File: config.mk
export PLATFORM = sky130hd
export DESIGN_NAME = cdt_timer
export DESIGN_NICKNAME = d
export VERILOG_FILES = /design/src/rtl/tmr_pkg.sv /design/src/rtl/tmr_prescale.sv /design/src/rtl/tmr_count.sv /design/src/rtl/tmr_regs.sv /design/src/rtl/cdt_timer.sv
export SDC_FILE = /design/constraint.sdc
export NUM_CORES = 1
export LEC_CHECK = 0
export BUFFER_PORTS_ARGS = -buffer_cell sky130_fd_sc_hd__buf_2
export CORE_MARGIN = 3
export CORE_UTILIZATION = 55
export CTS_BUF_LIST = sky130_fd_sc_hd__clkbuf_16
export CTS_CLUSTER_DIAMETER = 60
export DETAILED_ROUTE_END_ITERATION = 6
export PLACE_DENSITY = 0.82
export SYNTH_ARGS = -nofsm -noshare
export SYNTH_HDL_FRONTEND = slang
export SYNTH_SLANG_ARGS = --single-unit
File: constraint.sdc
create_clock -name clk -period 4.9 [get_ports clk]
set_input_delay 0.735 -clock clk [delete_from_list [all_inputs] [get_ports clk]]
set_output_delay 0.735 -clock clk [all_outputs]
set_load 0.02 [all_outputs]
File: src/rtl/tmr_pkg.sv
package tmr_pkg;
  localparam int REG_AW = 5;

  localparam logic [REG_AW-1:0] OFS_START = 5'h00;
  localparam logic [REG_AW-1:0] OFS_COUNT = 5'h04;
  localparam logic [REG_AW-1:0] OFS_CTRL  = 5'h08;
  localparam logic [REG_AW-1:0] OFS_ACK   = 5'h0C;
  localparam logic [REG_AW-1:0] OFS_RAW   = 5'h10;
  localparam logic [REG_AW-1:0] OFS_MSK   = 5'h14;
  localparam logic [REG_AW-1:0] OFS_NEXT  = 5'h18;

  // Field order sets the bit position: first field is bit 7.
  typedef struct packed {
    logic       run;
    logic       periodic;
    logic       irq_en;
    logic       rsvd;
    logic [1:0] div_sel;
    logic       wide;
    logic       single;
  } ctrl_t;
endpackage

File: src/rtl/tmr_prescale.sv
module tmr_prescale #(
  parameter int MID_LOG = 4,
  parameter int HI_LOG  = 8
) (
  input  logic       clk,
  input  logic       rst,
  input  logic       run,
  input  logic [1:0] div_sel,
  output logic       tick_o
);
  logic [HI_LOG-1:0] pre_q;
  logic              mid_wrap;
  logic              hi_wrap;

  assign mid_wrap = &pre_q[MID_LOG-1:0];
  assign hi_wrap  = &pre_q;

  always_comb begin
    case (div_sel)
      2'b00:   tick_o = run;
      2'b01:   tick_o = run & mid_wrap;
      default: tick_o = run & hi_wrap;
    endcase
  end

  always_ff @(posedge clk) begin
    if (rst) pre_q <= '0;
    else if (run) pre_q <= pre_q + 1'b1;
  end

  // Divided ticks never come back to back unless the divider setting changed.
  assert_tick_gap_R3: assert property (@(posedge clk) disable iff (rst)
    (tick_o && div_sel != 2'b00) |=> (!tick_o || !$stable(div_sel)));
endmodule

File: src/rtl/tmr_count.sv
module tmr_count #(
  parameter int DATA_W   = 32,
  parameter int NARROW_W = 16
) (
  input  logic              clk,
  input  logic              rst,
  input  logic              tick,
  input  logic              wide,
  input  logic              periodic,
  input  logic              single,
  input  logic              start_we,
  input  logic [DATA_W-1:0] start_val,
  input  logic [DATA_W-1:0] reload_val,
  input  logic              ack_we,
  output logic [DATA_W-1:0] count_o,
  output logic              raw_o
);
  localparam logic [DATA_W-1:0] NARROW_MASK =
    {{(DATA_W-NARROW_W){1'b0}}, {NARROW_W{1'b1}}};

  logic [DATA_W-1:0] cnt_q;
  logic [DATA_W-1:0] cnt_d;
  logic [DATA_W-1:0] size_mask;
  logic [DATA_W-1:0] live;
  logic              hit;
  logic              raw_q;

  assign size_mask = wide ? '1 : NARROW_MASK;
  assign live      = cnt_q & size_mask;
  assign hit       = tick && (live == DATA_W'(1)) && !start_we;

  always_comb begin
    cnt_d = cnt_q;
    if (start_we) begin
      cnt_d = start_val;
    end else if (tick) begin
      if (live != '0) cnt_d = live - 1'b1;
      else if (!single) cnt_d = periodic ? (reload_val & size_mask) : size_mask;
    end
  end

  always_ff @(posedge clk) begin
    if (rst) begin
      cnt_q <= '0;
      raw_q <= 1'b0;
    end else begin
      cnt_q <= cnt_d;
      if (hit) raw_q <= 1'b1;
      else if (ack_we) raw_q <= 1'b0;
    end
  end

  assign count_o = live;
  assign raw_o   = raw_q;

  assert_start_loads_R8: assert property (@(posedge clk) disable iff (rst)
    start_we |=> (cnt_q == $past(start_val)));
  assert_free_wrap_R4: assert property (@(posedge clk) disable iff (rst)
    (tick && live == '0 && !single && !periodic && !start_we) |=> (cnt_q == $past(size_mask)));
  assert_single_stop_R6: assert property (@(posedge clk) disable iff (rst)
    (single && live == '0 && !start_we) |=> (cnt_q == $past(cnt_q)));
  assert_hold_no_tick_R12: assert property (@(posedge clk) disable iff (rst)
    (!tick && !start_we) |=> $stable(cnt_q));
  assert_flag_set_R10: assert property (@(posedge clk) disable iff (rst)
    hit |=> raw_q);
  assert_flag_clear_R10: assert property (@(posedge clk) disable iff (rst)
    (ack_we && !hit) |=> !raw_q);
endmodule

File: src/rtl/tmr_regs.sv
module tmr_regs #(
  parameter int DATA_W   = 32,
  parameter int NARROW_W = 16
) (
  input  logic                       clk,
  input  logic                       rst,
  input  logic [tmr_pkg::REG_AW-1:0] addr,
  input  logic                       we,
  input  logic [DATA_W-1:0]          wdata,
  input  logic [DATA_W-1:0]          count_i,
  input  logic                       raw_i,
  output logic [DATA_W-1:0]          rdata_o,
  output logic                       run_o,
  output logic                       periodic_o,
  output logic                       irq_en_o,
  output logic [1:0]                 div_sel_o,
  output logic                       wide_o,
  output logic                       single_o,
  output logic [DATA_W-1:0]          reload_o,
  output logic                       start_we_o,
  output logic                       ack_we_o
);
  import tmr_pkg::*;
  localparam int CTRL_W = $bits(ctrl_t);

  ctrl_t             ctrl_q;
  ctrl_t             ctrl_wr;
  logic [DATA_W-1:0] reload_q;
  logic [DATA_W-1:0] rdata_q;
  logic [DATA_W-1:0] rd_mux;

  assign start_we_o = we && (addr == OFS_START);
  assign ack_we_o   = we && (addr == OFS_ACK);

  always_comb begin
    ctrl_wr      = ctrl_t'(wdata[CTRL_W-1:0]);
    ctrl_wr.rsvd = 1'b0;
  end

  always_comb begin
    case (addr)
      OFS_START, OFS_NEXT: rd_mux = reload_q;
      OFS_COUNT:           rd_mux = count_i;
      OFS_CTRL:            rd_mux = {{(DATA_W-CTRL_W){1'b0}}, ctrl_q};
      OFS_RAW:             rd_mux = DATA_W'(raw_i);
      OFS_MSK:             rd_mux = DATA_W'(raw_i & ctrl_q.irq_en);
      default:             rd_mux = '0;
    endcase
  end

  always_ff @(posedge clk) begin
    if (rst) begin
      ctrl_q   <= '0;
      reload_q <= '0;
      rdata_q  <= '0;
    end else begin
      if (we && (addr == OFS_START || addr == OFS_NEXT)) reload_q <= wdata;
      if (we && addr == OFS_CTRL) ctrl_q <= ctrl_wr;
      rdata_q <= rd_mux;
    end
  end

  assign rdata_o    = rdata_q;
  assign run_o      = ctrl_q.run;
  assign periodic_o = ctrl_q.periodic;
  assign irq_en_o   = ctrl_q.irq_en;
  assign div_sel_o  = ctrl_q.div_sel;
  assign wide_o     = ctrl_q.wide;
  assign single_o   = ctrl_q.single;
  assign reload_o   = reload_q;

  assert_narrow_upper_R7: assert property (@(posedge clk) disable iff (rst)
    !ctrl_q.wide |-> (count_i[DATA_W-1:NARROW_W] == '0));
  assert_ctrl_reserved_R2: assert property (@(posedge clk) disable iff (rst)
    (addr == OFS_CTRL) |=> (rdata_q[DATA_W-1:CTRL_W] == '0 && rdata_q[4] == 1'b0));
  assert_next_keeps_count_R9: assert property (@(posedge clk) disable iff (rst)
    (we && addr == OFS_NEXT && !run_o) |=> $stable(count_i));
endmodule

File: src/rtl/cdt_timer.sv
module cdt_timer #(
  parameter int DATA_W   = 32,
  parameter int NARROW_W = 16,
  parameter int MID_LOG  = 4,
  parameter int HI_LOG   = 8
) (
  input  logic                       clk,
  input  logic                       rst,
  input  logic [tmr_pkg::REG_AW-1:0] addr_i,
  input  logic                       wr_en_i,
  input  logic [DATA_W-1:0]          wr_data_i,
  output logic [DATA_W-1:0]          rd_data_o,
  output logic                       irq_o
);
  logic              run, periodic, irq_en, wide, single;
  logic [1:0]        div_sel;
  logic [DATA_W-1:0] reload_val;
  logic [DATA_W-1:0] count_val;
  logic              start_we, ack_we, raw, tick;

  tmr_regs #(.DATA_W(DATA_W), .NARROW_W(NARROW_W)) u_regs (
    .clk(clk), .rst(rst), .addr(addr_i), .we(wr_en_i), .wdata(wr_data_i),
    .count_i(count_val), .raw_i(raw), .rdata_o(rd_data_o),
    .run_o(run), .periodic_o(periodic), .irq_en_o(irq_en), .div_sel_o(div_sel),
    .wide_o(wide), .single_o(single), .reload_o(reload_val),
    .start_we_o(start_we), .ack_we_o(ack_we)
  );

  tmr_prescale #(.MID_LOG(MID_LOG), .HI_LOG(HI_LOG)) u_pre (
    .clk(clk), .rst(rst), .run(run), .div_sel(div_sel), .tick_o(tick)
  );

  tmr_count #(.DATA_W(DATA_W), .NARROW_W(NARROW_W)) u_cnt (
    .clk(clk), .rst(rst), .tick(tick), .wide(wide), .periodic(periodic),
    .single(single), .start_we(start_we), .start_val(wr_data_i),
    .reload_val(reload_val), .ack_we(ack_we), .count_o(count_val), .raw_o(raw)
  );

  assign irq_o = raw & irq_en;

  assert_irq_gated_R11: assert property (@(posedge clk) disable iff (rst)
    !irq_en |-> !irq_o);
endmodule

==> reports/results.ini <==
[status]
status = finished, final reports clean

[setup_path]
path_class = register to register
crit_family = compound AO/OA/AOI/OAI gates
worstPathArrival_ns = 3.59
path_max_fanout = 12
critPathMaxStageDelay_ns = 0.62
cp_common_cell = or4_4
crit-reg2reg-launch = u_cnt.cnt_q[16]$_SDFFE_PP0P_
rr_worst_depth = 6
r2r-end = u_cnt.cnt_q[30]$_SDFFE_PP0P_
crit_buf_inv = 0
critical_path_cell_count = 6
crit_required_ns = 5.16
worstPathCellList = or4_4 > o41a_1 > or4_4 > a21oi_2 > a21oi_1 > a311oi_1
reg2reg_slack_ns = 1.57
startpoint_type = register
end_kind = register
worst_path_max_delay_cell = a21oi_2

[clock_tree]
clk_path_buf_depth = 2
cts_repair_resize_count = 0
htreeDepth = 3
clk_pin_slew_ns = 0.08
cts_sinks = 112
cts_setup_buffers = 0
cts_buffers = 9
cts_root_buf = clkbuf_16
cts_hold_buf = 0
clkLatencyLatePin_ns = 0.35
cts_tree = done

[power]
p_sw_share_pct = 24.51
p_sw_uw = 482.0
p_clk_share_pct = 42.8
p_comb_share_pct = 10.0
ir_drop_v = 0.0002886
p_per_area_mw_per_mm2 = 313.4
leakage_nw = 2.283
internal_power_mw = 1.485
pwr-share-seq_pct = 47.2

[detailed_routing]
post_drt_wl_per_cell_um = 19.08
ant_nets = 0
drt_iter0_markers = 573
vias = 5628
finalWirelength_mm = 16.81
first_pass_iters = 6
routed_via_density = 6.388
drc = 0

[floorplan]
fp.dieW_um = 106.3
io_pins = 73
die_y_um = 106.3
fp-row-count = 35
dieArea_mm2 = 0.01130
fp.coreArea_mm2 = 0.009503
start_util_pct = 58.22

[timing]
drv_slew = 0
setup_viol = 0
worstMarginPinSlew_ns = 1.092
relSlewSlack_pct = 26.66
fin_crit_sh_pct = 68.00
post-route-min-period_ns = 3.332
finalHoldViolCount = 0
grt_setup_unrepaired = false
max_freq_mhz = 300.1
skew_ns = 0.01166
tns_ns = 0

[logic_synthesis]
synth_cell_types = 63
postSynthRegisterBits = 112
synth_area_mm2 = 0.005533
seq_area_frac_synth_pct = 40.52
synth_compound_area_share_pct = 24.36
synth_top_family_by_area = simple AND/OR/NAND/NOR gates
synthXorXnorAreaFrac_pct = 3.324
synth.avg_cell_area_um2 = 7.815
synth.yosys.warnings = 0
synth_enable_flop_cells = 0
dominantRegCellSynth = dfxtp_1
muxShareOfSynthArea_pct = 1.447
synth_adder_area_share_pct = 0.6784
synthSimpleGateAreaFrac_pct = 24.99
async_flop_share_pct = 0
syn_inst = 708
syn_nets = 751

[run]
maxCapViolations = 0

[layout]
seqCellArea_mm2 = 0.002242
fillerInstances = 834
syn_to_final_growth_pct = 13.43
n_antenna_cell = 0
final_common_cell = nand2_1
drive_gt1_share_pct = 15.43
layout_common_cells = 124 x nand2_1, 112 x dfxtp_1, 72 x buf_2
post-route-util_pct = 66.04
fin_nets = 790
multi_input_area_mm2 = 0.003055

[hold_path]
hold_start = u_regs.reload_o[27]$_SDFFE_PP0P_
hold_class = register to register
hold_end = u_regs.reload_o[27]$_SDFFE_PP0P_
min_path_cells = 2

[global_route]
grt_start_max_net_pins = 45
gr-usage-met1_pct = 39.97
antenna_found_initial = 0
grt_util_met3_pct = 5.707
busiest_layer = met2
overflow = 0
grt_pass1_wl_mm = 27.45
grt_pass1_vias = 5486
grt_util_met2_pct = 48.33
grt_util_all_layers_pct = 29.95

[placed_design]
numPortBuffers = 72
dp_hpwl_mm = 11.24
routabilityCongestion = 0.9705

## state kept, by name, indices dropped and copies added, names as in the netlist
name / cells
u_regs.wide_o: 1
u_cnt.cnt_q: 32
u_cnt.raw_o: 1
u_regs.reload_o: 32
u_regs.rdata_o: 32
u_regs.irq_en_o: 1
u_regs.div_sel_o: 2
u_regs.periodic_o: 1
u_regs.single_o: 1
u_regs.run_o: 1
u_pre.pre_q: 8
## per-layer routing
metal | wire [um] | share of wire [%]
met2 | 7926 | 47
met3 | 1635 | 9.7
met5 | 0 | 0
met1 | 6894 | 41
met4 | 352 | 2.1
## Yosys cell counts, drive strengths merged, types with 5 or more instances
cell type	instances	share of area, %
or4	7	1.1
xnor2	10	1.6
buf	6	0.79
nand2	124	8.4
inv	8	0.54
and2	9	1.1
or3	10	1.1
o211ai	19	2.6
o22ai	5	0.57
nand2b	5	0.57
xor2	11	1.7
a22oi	41	5.6
nor3	14	1.4
a31oi	17	1.9
clkbuf	49	3.3
a21oi	59	5.4
or2	5	0.57
nand3	16	1.4
a211oi	7	0.95
nor4	16	1.9
nand4	8	0.90
dfxtp	112	41
mux2i	8	1.4
nor2	68	4.6
o21ai	28	2.5
## worst register-to-register path: stages (launching register included)
cell	delay, ns
dfxtp_1	0.39
or4_4	0.58
o41a_1	0.57
or4_4	0.61
a21oi_2	0.62
a21oi_1	0.18
a311oi_1	0.30
## power by group through the flow
stage / Clock (mW) / Combinational, mW / Sequential [mW]
2_1_floorplan: 0 / 0.128 / 0.944
4_1_cts: 0.848 / 0.192 / 0.928
6_report: 0.842 / 0.196 / 0.928
5_1_grt: 0.885 / 0.212 / 0.929
3_5_place_dp: 0 / 0.190 / 0.949
3_3_place_gp: 0 / 0.187 / 0.949
## area by class of cell
type | count | share of cell area, %
multi-input cells | 533 | 48.68
flip-flops and latches | 112 | 35.73
repair buffers | 83 | 7.057
clock buffers | 9 | 3.589
well taps | 129 | 2.572
clock inverters | 7 | 1.894
inverters | 8 | 0.4785
## how the worst max path moves through the flow
stage / start / endpoint / slack, ns
2_1_floorplan: addr_i[1] / u_cnt.cnt_q[18]$_SDFFE_PP0P_ / 2.05
3_3_place_gp: u_cnt.cnt_q[16]$_SDFFE_PP0P_ / u_cnt.cnt_q[30]$_SDFFE_PP0P_ / 1.71
3_5_place_dp: u_cnt.cnt_q[16]$_SDFFE_PP0P_ / u_cnt.cnt_q[30]$_SDFFE_PP0P_ / 1.62
4_1_cts: u_cnt.cnt_q[16]$_SDFFE_PP0P_ / u_cnt.cnt_q[30]$_SDFFE_PP0P_ / 1.60
5_1_grt: u_cnt.cnt_q[16]$_SDFFE_PP0P_ / u_cnt.cnt_q[22]$_SDFFE_PP0P_ / 1.46
6_report: u_cnt.cnt_q[16]$_SDFFE_PP0P_ / u_cnt.cnt_q[30]$_SDFFE_PP0P_ / 1.57
## through the flow
step,cells,setup slack [ns],instance area [um2],hold slack [ns],power [mW]
4_1_cts,881,1.598,6276,0.4762,1.968
6_report,881,1.568,6276,0.4757,1.967
3_3_place_gp,865,1.711,5932,0.4560,1.135
5_1_grt,881,1.460,6276,0.4949,2.027
3_5_place_dp,865,1.617,5932,0.4668,1.140
2_1_floorplan,708,2.048,5533,0.4413,1.073
## kinds of logic after synthesis
group / after synthesis
AO/OA/AOI/OAI: 206
XOR/XNOR: 21
adder cells (fa/ha/maj): 3
buffers and inverters: 63
flip-flops: 112
multiplexers: 8
AND/OR/NAND/NOR: 295
Power figures use the tool's default switching activity.
